File: config.mk
export PLATFORM = sky130hd
export DESIGN_NAME = tsync_etype_classifier
export DESIGN_NICKNAME = d
export VERILOG_FILES = /design/src/rtl/tsc_pkg.sv /design/src/rtl/tsc_beat_pos.sv /design/src/rtl/tsc_cfg_hold.sv /design/src/rtl/tsc_word_pack.sv /design/src/rtl/tsc_decide.sv /design/src/rtl/tsync_etype_classifier.sv
export SDC_FILE = /design/constraint.sdc
export NUM_CORES = 1
export LEC_CHECK = 0
export BUFFER_PORTS_ARGS = -buffer_cell sky130_fd_sc_hd__buf_2
export CAP_MARGIN = 10
export CORE_MARGIN = 3
export CORE_UTILIZATION = 56
export DETAILED_ROUTE_END_ITERATION = 8
export HOLD_SLACK_MARGIN = 0.12
export PLACE_DENSITY = 0.85
export SLEW_MARGIN = 30
export SYNTH_ARGS = -nofsm -noshare
export SYNTH_HDL_FRONTEND = slang
export SYNTH_SLANG_ARGS = --single-unit
File: constraint.sdc
create_clock -name clk -period 3.1 [get_ports clk]
set_input_delay 0.93 -clock clk [delete_from_list [all_inputs] [get_ports clk]]
set_output_delay 0.93 -clock clk [all_outputs]
set_load 0.03 [all_outputs]
File: src/rtl/tsc_pkg.sv
package tsc_pkg;
  localparam int TYPE_W = 16;

  typedef struct packed {
    logic [TYPE_W-1:0] type_a;
    logic [TYPE_W-1:0] type_b;
    logic [TYPE_W-1:0] vlan_a;
    logic [TYPE_W-1:0] vlan_b;
    logic              type_a_en;
    logic              type_b_en;
    logic              vlan_a_en;
    logic              vlan_b_en;
  } tsc_cfg_t;
endpackage

File: src/rtl/tsc_beat_pos.sv
// Byte position inside the current frame; saturates, restarts after last.
module tsc_beat_pos #(
  parameter int POS_W = 5
) (
  input  logic             clk,
  input  logic             rst_n,
  input  logic             beat,
  input  logic             last,
  output logic [POS_W-1:0] pos,
  output logic             first
);
  localparam logic [POS_W-1:0] POS_MAX = {POS_W{1'b1}};

  logic [POS_W-1:0] pos_q, pos_d;
  logic             pos_en;

  always_comb begin
    pos_en = beat;
    if (last)               pos_d = '0;
    else if (pos_q == POS_MAX) pos_d = pos_q;
    else                    pos_d = pos_q + 1'b1;
  end

  always_ff @(posedge clk or negedge rst_n) begin
    if (!rst_n)      pos_q <= '0;
    else if (pos_en) pos_q <= pos_d;
  end

  assign pos   = pos_q;
  assign first = (pos_q == '0);
endmodule

File: src/rtl/tsc_cfg_hold.sv
// Captures configuration on the first beat of each frame.
module tsc_cfg_hold
  import tsc_pkg::*;
(
  input  logic     clk,
  input  logic     rst_n,
  input  logic     beat,
  input  logic     first,
  input  tsc_cfg_t cfg_in,
  output tsc_cfg_t cfg_q
);
  logic cap_en;

  always_comb cap_en = beat && first;

  always_ff @(posedge clk or negedge rst_n) begin
    if (!rst_n)      cfg_q <= '0;
    else if (cap_en) cfg_q <= cfg_in;
  end
endmodule

File: src/rtl/tsc_word_pack.sv
// Joins an even-position byte with the following odd-position byte.
module tsc_word_pack
  import tsc_pkg::*;
#(
  parameter int POS_W = 5
) (
  input  logic              clk,
  input  logic              rst_n,
  input  logic              beat,
  input  logic [7:0]        data,
  input  logic [POS_W-1:0]  pos,
  output logic              word_vld,
  output logic [TYPE_W-1:0] word,
  output logic [POS_W-1:0]  word_pos
);
  logic [7:0] hi_q;
  logic       hi_en;

  always_comb begin
    hi_en    = beat && !pos[0];
    word_vld = beat && pos[0];
    word     = {hi_q, data};
    word_pos = pos;
  end

  always_ff @(posedge clk or negedge rst_n) begin
    if (!rst_n)     hi_q <= '0;
    else if (hi_en) hi_q <= data;
  end
endmodule

File: src/rtl/tsc_decide.sv
// Tag checking, EtherType match and the registered event outputs.
module tsc_decide
  import tsc_pkg::*;
#(
  parameter int POS_W = 5
) (
  input  logic              clk,
  input  logic              rst_n,
  input  logic              beat,
  input  logic              last,
  input  logic              word_vld,
  input  logic [TYPE_W-1:0] word,
  input  logic [POS_W-1:0]  word_pos,
  input  tsc_cfg_t          cfg,
  output logic              evt_pulse,
  output logic              evt_sel,
  output logic [1:0]        evt_tags
);
  // low byte positions of the outer tag, the inner tag and the untagged type
  localparam logic [POS_W-1:0] OUTER_LO = POS_W'(13);
  localparam logic [POS_W-1:0] INNER_LO = POS_W'(17);
  localparam logic [POS_W-1:0] TYPE_LO  = POS_W'(13);

  logic [1:0]        n_tags;
  logic [POS_W-1:0]  type_lo;
  logic [TYPE_W-1:0] outer_exp;
  logic              outer_bad, inner_bad, at_type, hit_a, hit_b, fire;
  logic              fail_q, fail_d, done_q, done_d;
  logic              pulse_d, sel_d;
  logic [1:0]        tags_d;

  always_comb begin
    n_tags    = {1'b0, cfg.vlan_a_en} + {1'b0, cfg.vlan_b_en};
    type_lo   = TYPE_LO + POS_W'({n_tags, 2'b00});
    outer_exp = cfg.vlan_a_en ? cfg.vlan_a : cfg.vlan_b;
    outer_bad = word_vld && (n_tags != 2'd0) && (word_pos == OUTER_LO) &&
                (word != outer_exp);
    inner_bad = word_vld && (n_tags == 2'd2) && (word_pos == INNER_LO) &&
                (word != cfg.vlan_b);
    at_type   = word_vld && (word_pos == type_lo);
    hit_a     = cfg.type_a_en && (word == cfg.type_a);
    hit_b     = cfg.type_b_en && (word == cfg.type_b);
    fire      = at_type && !fail_q && !done_q && (hit_a || hit_b);
  end

  always_comb begin
    if (beat && last) begin
      fail_d = 1'b0;
      done_d = 1'b0;
    end else begin
      fail_d = fail_q || outer_bad || inner_bad;
      done_d = done_q || at_type;
    end
    pulse_d = fire;
    sel_d   = !hit_a;
    tags_d  = n_tags;
  end

  always_ff @(posedge clk or negedge rst_n) begin
    if (!rst_n) begin
      fail_q    <= 1'b0;
      done_q    <= 1'b0;
      evt_pulse <= 1'b0;
    end else begin
      fail_q    <= fail_d;
      done_q    <= done_d;
      evt_pulse <= pulse_d;
    end
  end

  always_ff @(posedge clk or negedge rst_n) begin
    if (!rst_n) begin
      evt_sel  <= 1'b0;
      evt_tags <= '0;
    end else if (fire) begin
      evt_sel  <= sel_d;
      evt_tags <= tags_d;
    end
  end
endmodule

File: src/rtl/tsync_etype_classifier.sv
module tsync_etype_classifier
  import tsc_pkg::*;
#(
  parameter int POS_W = 5
) (
  input  logic              clk,
  input  logic              rst_n,
  input  logic              s_valid,
  input  logic [7:0]        s_data,
  input  logic              s_last,
  input  logic [TYPE_W-1:0] cfg_type_a,
  input  logic [TYPE_W-1:0] cfg_type_b,
  input  logic              cfg_type_a_en,
  input  logic              cfg_type_b_en,
  input  logic [TYPE_W-1:0] cfg_vlan_a,
  input  logic [TYPE_W-1:0] cfg_vlan_b,
  input  logic              cfg_vlan_a_en,
  input  logic              cfg_vlan_b_en,
  output logic              evt_pulse,
  output logic              evt_sel,
  output logic [1:0]        evt_tags
);
  logic [1:0]        rst_pipe;
  logic              rst_sync_n;
  logic [POS_W-1:0]  pos_q;
  logic              first;
  tsc_cfg_t          cfg_in, cfg_q;
  logic              word_vld;
  logic [TYPE_W-1:0] word;
  logic [POS_W-1:0]  word_pos;

  // reset asserts at once, releases on the clock
  always_ff @(posedge clk or negedge rst_n) begin
    if (!rst_n) rst_pipe <= 2'b00;
    else        rst_pipe <= {rst_pipe[0], 1'b1};
  end
  assign rst_sync_n = rst_pipe[1];

  always_comb begin
    cfg_in.type_a    = cfg_type_a;
    cfg_in.type_b    = cfg_type_b;
    cfg_in.vlan_a    = cfg_vlan_a;
    cfg_in.vlan_b    = cfg_vlan_b;
    cfg_in.type_a_en = cfg_type_a_en;
    cfg_in.type_b_en = cfg_type_b_en;
    cfg_in.vlan_a_en = cfg_vlan_a_en;
    cfg_in.vlan_b_en = cfg_vlan_b_en;
  end

  tsc_beat_pos #(.POS_W(POS_W)) u_pos (
    .clk   (clk),
    .rst_n (rst_sync_n),
    .beat  (s_valid),
    .last  (s_last),
    .pos   (pos_q),
    .first (first)
  );

  tsc_cfg_hold u_cfg (
    .clk    (clk),
    .rst_n  (rst_sync_n),
    .beat   (s_valid),
    .first  (first),
    .cfg_in (cfg_in),
    .cfg_q  (cfg_q)
  );

  tsc_word_pack #(.POS_W(POS_W)) u_pack (
    .clk      (clk),
    .rst_n    (rst_sync_n),
    .beat     (s_valid),
    .data     (s_data),
    .pos      (pos_q),
    .word_vld (word_vld),
    .word     (word),
    .word_pos (word_pos)
  );

  tsc_decide #(.POS_W(POS_W)) u_dec (
    .clk       (clk),
    .rst_n     (rst_sync_n),
    .beat      (s_valid),
    .last      (s_last),
    .word_vld  (word_vld),
    .word      (word),
    .word_pos  (word_pos),
    .cfg       (cfg_q),
    .evt_pulse (evt_pulse),
    .evt_sel   (evt_sel),
    .evt_tags  (evt_tags)
  );
endmodule

# Word-level counts from Yosys, hierarchy flattened
# Cells that the tools add are included.
op_classes:
  n_addsub: 3
  multipliers: 0
  n_div: 0
  order_cmp: 0
  n_eq_ne: 10
  n_shift: 0
  n_mux: 5
  bitwise_logic: 0
  reduce_logical: 27
op_table:
  columns: ["operator", "n"]
  rows:
  - ["equality test 16 bit", 2]
  - ["!= test 16 bit", 2]
  - ["logical AND 1 bit", 16]
  - ["two-way mux 16 bit", 1]
  - ["equality test 5 bit (second input constant)", 2]
  - ["two-way mux 5 bit", 2]
  - ["adder 4 x 4 -> 5 bit (first input constant)", 1]
  - ["adder 5 x 1 -> 5 bit (second input constant)", 1]
  - ["equality test 5 x 4 -> 1 bit (second input constant)", 1]
  - ["equality test 5 bit", 1]
  - ["zero test 5 bit", 1]
  - ["zero test 1 bit", 4]
  - ["logical OR 1 bit", 4]
  - ["adder 1 x 1 -> 2 bit", 1]
  - ["equality test 2 bit (second input constant)", 1]
  - ["two-way mux 1 bit", 2]
  - ["!= test 2 bit (second input constant)", 1]
  - ["AND reduction 2 bit", 1]
  - ["nonzero test 2 bit", 1]
word_totals:
  register_bits: 89
  latch_bits: 0
  ram_bits: 0
  romBits: 0
  input_bits: 80
  out_inout_bits: 4
  memories: 0

# Logic depth before layout (Yosys ltp)
logic_depth:
  word_depth: 8
  ltp_mapped: 9

# By module
# From an unflattened synthesis, not the netlist that was laid out.
hier_totals:
  cells_unflattened: 351
  area_unflattened_um2: 4649.5
modules_own_cells:
  columns: ["mod", "n_inst", "cells_per_inst", "area_each_um2", "seq_area_each_um2"]
  rows:
  - ["tsc_cfg_hold", 1, 144, 2600.0, 1701.6]
  - ["tsc_decide", 1, 140, 1222.4, 150.1]
  - ["tsc_word_pack", 1, 32, 450.4, 200.2]
  - ["tsc_beat_pos", 1, 32, 322.8, 125.1]
  - ["tsync_etype_classifier", 1, 3, 53.8, 50.0]

# Worst setup path after synthesis
# No wires, ideal clock.
synth_timing:
  path_type: "input to register"
  from: "in s_data[1]"
  to: "reg u_dec.evt_tags[0]"
  setup_ns: 0.128
  t_arrival_ns: 2.230
  slack_ns: 0.742
  stages: 7
  path_cell_list: "buf_2 -> xor2_1 -> nor4_2 -> nand2_1 -> nor4_1 -> o21ai_1 -> mux2_1"
synth_via:
  elab_chain_cells: 4
  word_cells_on_any_way: 6
synth_lines:
  columns: ["item", "line_no", "rtl"]
  rows:
  - ["from (decl)", "tsync_etype_classifier.sv:9", "input logic [7:0] s_data,"]
  - ["equality test 16 bit, on equally long branches", "tsc_decide.sv:41, tsc_decide.sv:42", null]
  - ["logical AND 1 bit, on equally long branches", "tsc_decide.sv:41, tsc_decide.sv:42", null]
  - ["logical OR 1 bit (*)", "tsc_decide.sv:43", "fire = at_type && !fail_q && !done_q && (hit_a || hit_b);"]
  - ["logical AND 1 bit (*)", "tsc_decide.sv:43", null]
  - ["to (signal assigned)", "tsc_decide.sv:77", "evt_tags <= tags_d;"]
  - ["to (decl)", "tsc_decide.sv:17", "output logic [1:0] evt_tags"]
# Every way passes the cells marked *; elsewhere a longest branch is shown, timed or not.
# A chain may end at the register's enable or synchronous reset.

# Worst setup path in the final report
layout_timing:
  from: "reg u_cfg.cfg_q[1] (netlist name)"
  to: "reg u_dec.evt_tags[1]"
layout_via:
  elab_chain_cells: 7
layout_lines:
  columns: ["item", "line_no", "rtl"]
  rows:
  - ["adder 1 x 1 -> 2 bit", "tsc_decide.sv:33", "n_tags = {1'b0, cfg.vlan_a_en} + {1'b0, cfg.vlan_b_en};"]
  - ["via u_dec.n_tags[0]", "tsc_decide.sv:24", "logic [1:0] n_tags;"]
  - ["adder 4 x 4 -> 5 bit", "tsc_decide.sv:34", "type_lo = TYPE_LO + POS_W'({n_tags, 2'b00});"]
  - ["equality test 5 bit", "tsc_decide.sv:40", "at_type = word_vld && (word_pos == type_lo);"]
  - ["logical AND 1 bit", "tsc_decide.sv:40", null]
  - ["logical AND 1 bit (3 in a row)", "tsc_decide.sv:43", null]
# The timed path passes the listed nets, and every way through them passes these cells.

==> run metrics <==
outcome finished clean; hold slack 0.298 ns; total power between 3 and 4 mW; Final ANT Viol Nets 0; Max-slew headroom between 60% and 70%; fin crit period 2.42 ns; VDD IR max 484 µV; Tightest Pin Transition between 0.5 and 0.6 ns; RSZ-0062 raised after global routing false; critical path required time around 3.3 ns; Syn Std Cell Area between 4000 and 5000 µm²; Final GP Congestion 0.840; post-place setup slack 0.518 ns; Initial DRC Count 144; Initial Util about three fifths; via count slightly below 3000; Max-cap violations 0; nets roughly 520; Final Max Tran Viols 0; Die X about 95 µm; Async SR Flop Fraction 100%; # hold bufs at CTS 0; post-cts resize count 0; most frequent cells after synthesis 89 x dfrtp_1, 68 x mux2_2, 38 x xor2_1, 29 x xnor2_1; maximum net fanout on the critical path 12; Total GRT Usage between 20% and 30%; Core Rows 31; clock skew 0.0104 ns; initial antenna violation count 0; WL/cell between 15 and 20 µm; Setup-failing EPs final 0; Avg Inst Size Synth 12.6 µm²; Total Wirelength approximately 9.4 mm; yosys warns 0; io pins 84; FMAX a little over 0.4 GHz; top-count cell post-synth dfrtp_1; final hold vios 0; Synth-to-Final Area Change 14.3%; count of different cell masters after synthesis 30; P per Cell Area 753 nW/µm²; Synth Register Bits roughly 90; Cells after Synth between 300 and 400; final core occ roughly 68%; core area about 7500 µm²; Post-Syn Nets between 400 and 500; drt pass-1 iters 4; LEAKAGE 2.28 nW; I/O Buffers 83; WS Path Type flip-flop to flip-flop; layout cells sized above 1 between 40% and 50%; die footprint 9110 µm²; Final Worst Setup Slack 0.682 ns; Synth area leader dfrtp_1; worst path arrival time 2.66 ns; Bufs on Longest Clock Path 2; post-detail-place hpwl around 7.2 mm; Worst-Skew Late Latency about 0.36 ns; EDFF count, synth 0; DR vias/cell approximately 5.5; Clk pin slew, worst setup/hold paths roughly 0.09 ns; top post-synthesis cells by area dfrtp_1 50%, mux2_2 17%, xor2_1 7.4%, xnor2_1 5.7%, mux2i_1 3.1%; CTS tree done; Post-synth top flop dfrtp_1; endpoint type of the worst setup path flip-flop; HP Class flip-flop to asynchronous set/reset pin; gr ovfl total 0; CTS sink cnt a little under 90; vias in the first global route around 3200; first-pass GRT wire length 15.5 mm; register area share after synthesis 49.7%; Yosys top cell area share approximately half; Setup crit start kind flip-flop; fin crit share 78.0%; ant diodes 0; largest net degree at the start of global routing 52; Root Buffer Master clkbuf_8; Num CTS Buffers 9; H-tree lvl count 3; Post-CTS Setup Inserts 0; TNS Setup 0 ns; die height ~95 µm; Post-route DRC 0
[metrics by stage]
stage / cells / area [µm²]
after floorplan: 356 / 4480
after global placement: 514 / 4910
after detailed placement: 515 / 4930
final: 531 / 5120
after global routing: 531 / 5120
after CTS: 531 / 5120
[layer usage]
| metal | global-route usage, % | wire length, µm | vias up |
|---|---|---|---|
| li1 | - | - | 1375 |
| met3 | 5.37 | 476 | 12 |
| met2 | 39.4 | 4850 | 78 |
| met4 | 6.75 | 150 | 0 |
| met1 | 28.2 | 3880 | 1455 |
| met5 | 0 | 0 | - |
[flip-flops by register name, indices dropped and copies added, names as in the netlist]
name and count:
u_dec.fail_q 1, u_pack.hi_q 8, u_dec.evt_pulse 1, u_dec.done_q 1, u_dec.evt_tags 2, u_dec.evt_sel 1
u_pos.pos 5, u_cfg.cfg_q 68, rst_pipe 2
[power by group]
group | internal (mW) | leakage [nW] | switching, mW
registers | 1.53 | 1.06 | 0.355
logic | 0.685 | 1.13 | 0.511
clock network | 0.372 | 0.0856 | 0.404
total | 2.59 | 2.28 | 1.27
[path summary, 6_finish.rpt]
| check | from | endpoint | slack (ns) | depth (start not counted) |
|---|---|---|---|---|
| min in group clk | rst_pipe[0] | rst_pipe[1] | 0.36 | 0 |
| min reg2reg | rst_pipe[1] | u_cfg.cfg_q[65] | 0.30 | 0 |
| max in group asynchronous | rst_pipe[1] | u_cfg.cfg_q[11] | 2.19 | 1 |
| min | rst_pipe[1] | u_cfg.cfg_q[65] | 0.30 | 0 |
| max reg2reg | u_cfg.cfg_q[1] | u_dec.evt_tags[1] | 0.68 | 7 |
| max | u_cfg.cfg_q[1] | u_dec.evt_tags[1] | 0.68 | 7 |
[placed cells by master, fill, tap and decap left out, types with 3 or more instances in the layout]
master,count
nand4_1,10
buf_2,83
clkinvlp_4,3
ha_1,8
inv_1,7
xnor2_1,29
nor4_1,10
nand3_1,4
nor3_1,4
dfrtp_1,88
nand2_1,10
clkbuf_8,9
xor2_1,38
buf_4,3
mux2i_1,14
mux2_2,68
a21oi_1,4
o21ai_0,8
mux2_1,9
[logic make-up after synthesis]
family          share of synthesized area, %
flops                                   49.7
other cells                           0.0837
mux                                     22.5
simple gates                            5.83
xor+xnor                                13.1
compound gates                          2.68
buf+inv                                 3.91
fa+ha+maj                               2.23
[final cells by class]
cell class              instances  area [µm²]
repair buffers                 87         465
multi-input cells             233        2090
clock inverters                 5        57.6
flip-flops and latches         89        2230
fillers                       583        2400
clock buffers                  11         131
inverters                       7        26.3
well taps                      99         124
[critical path: stages, from the launching register on]
cell and delay, ns:
dfrtp_1 0.73, inv_1 0.17, ha_1 0.37, xor2_1 0.17
nand4_1 0.14, nor3_2 0.23, o21ai_1 0.16, mux2_1 0.33
No activity file was read; power rests on OpenSTA's default activity.
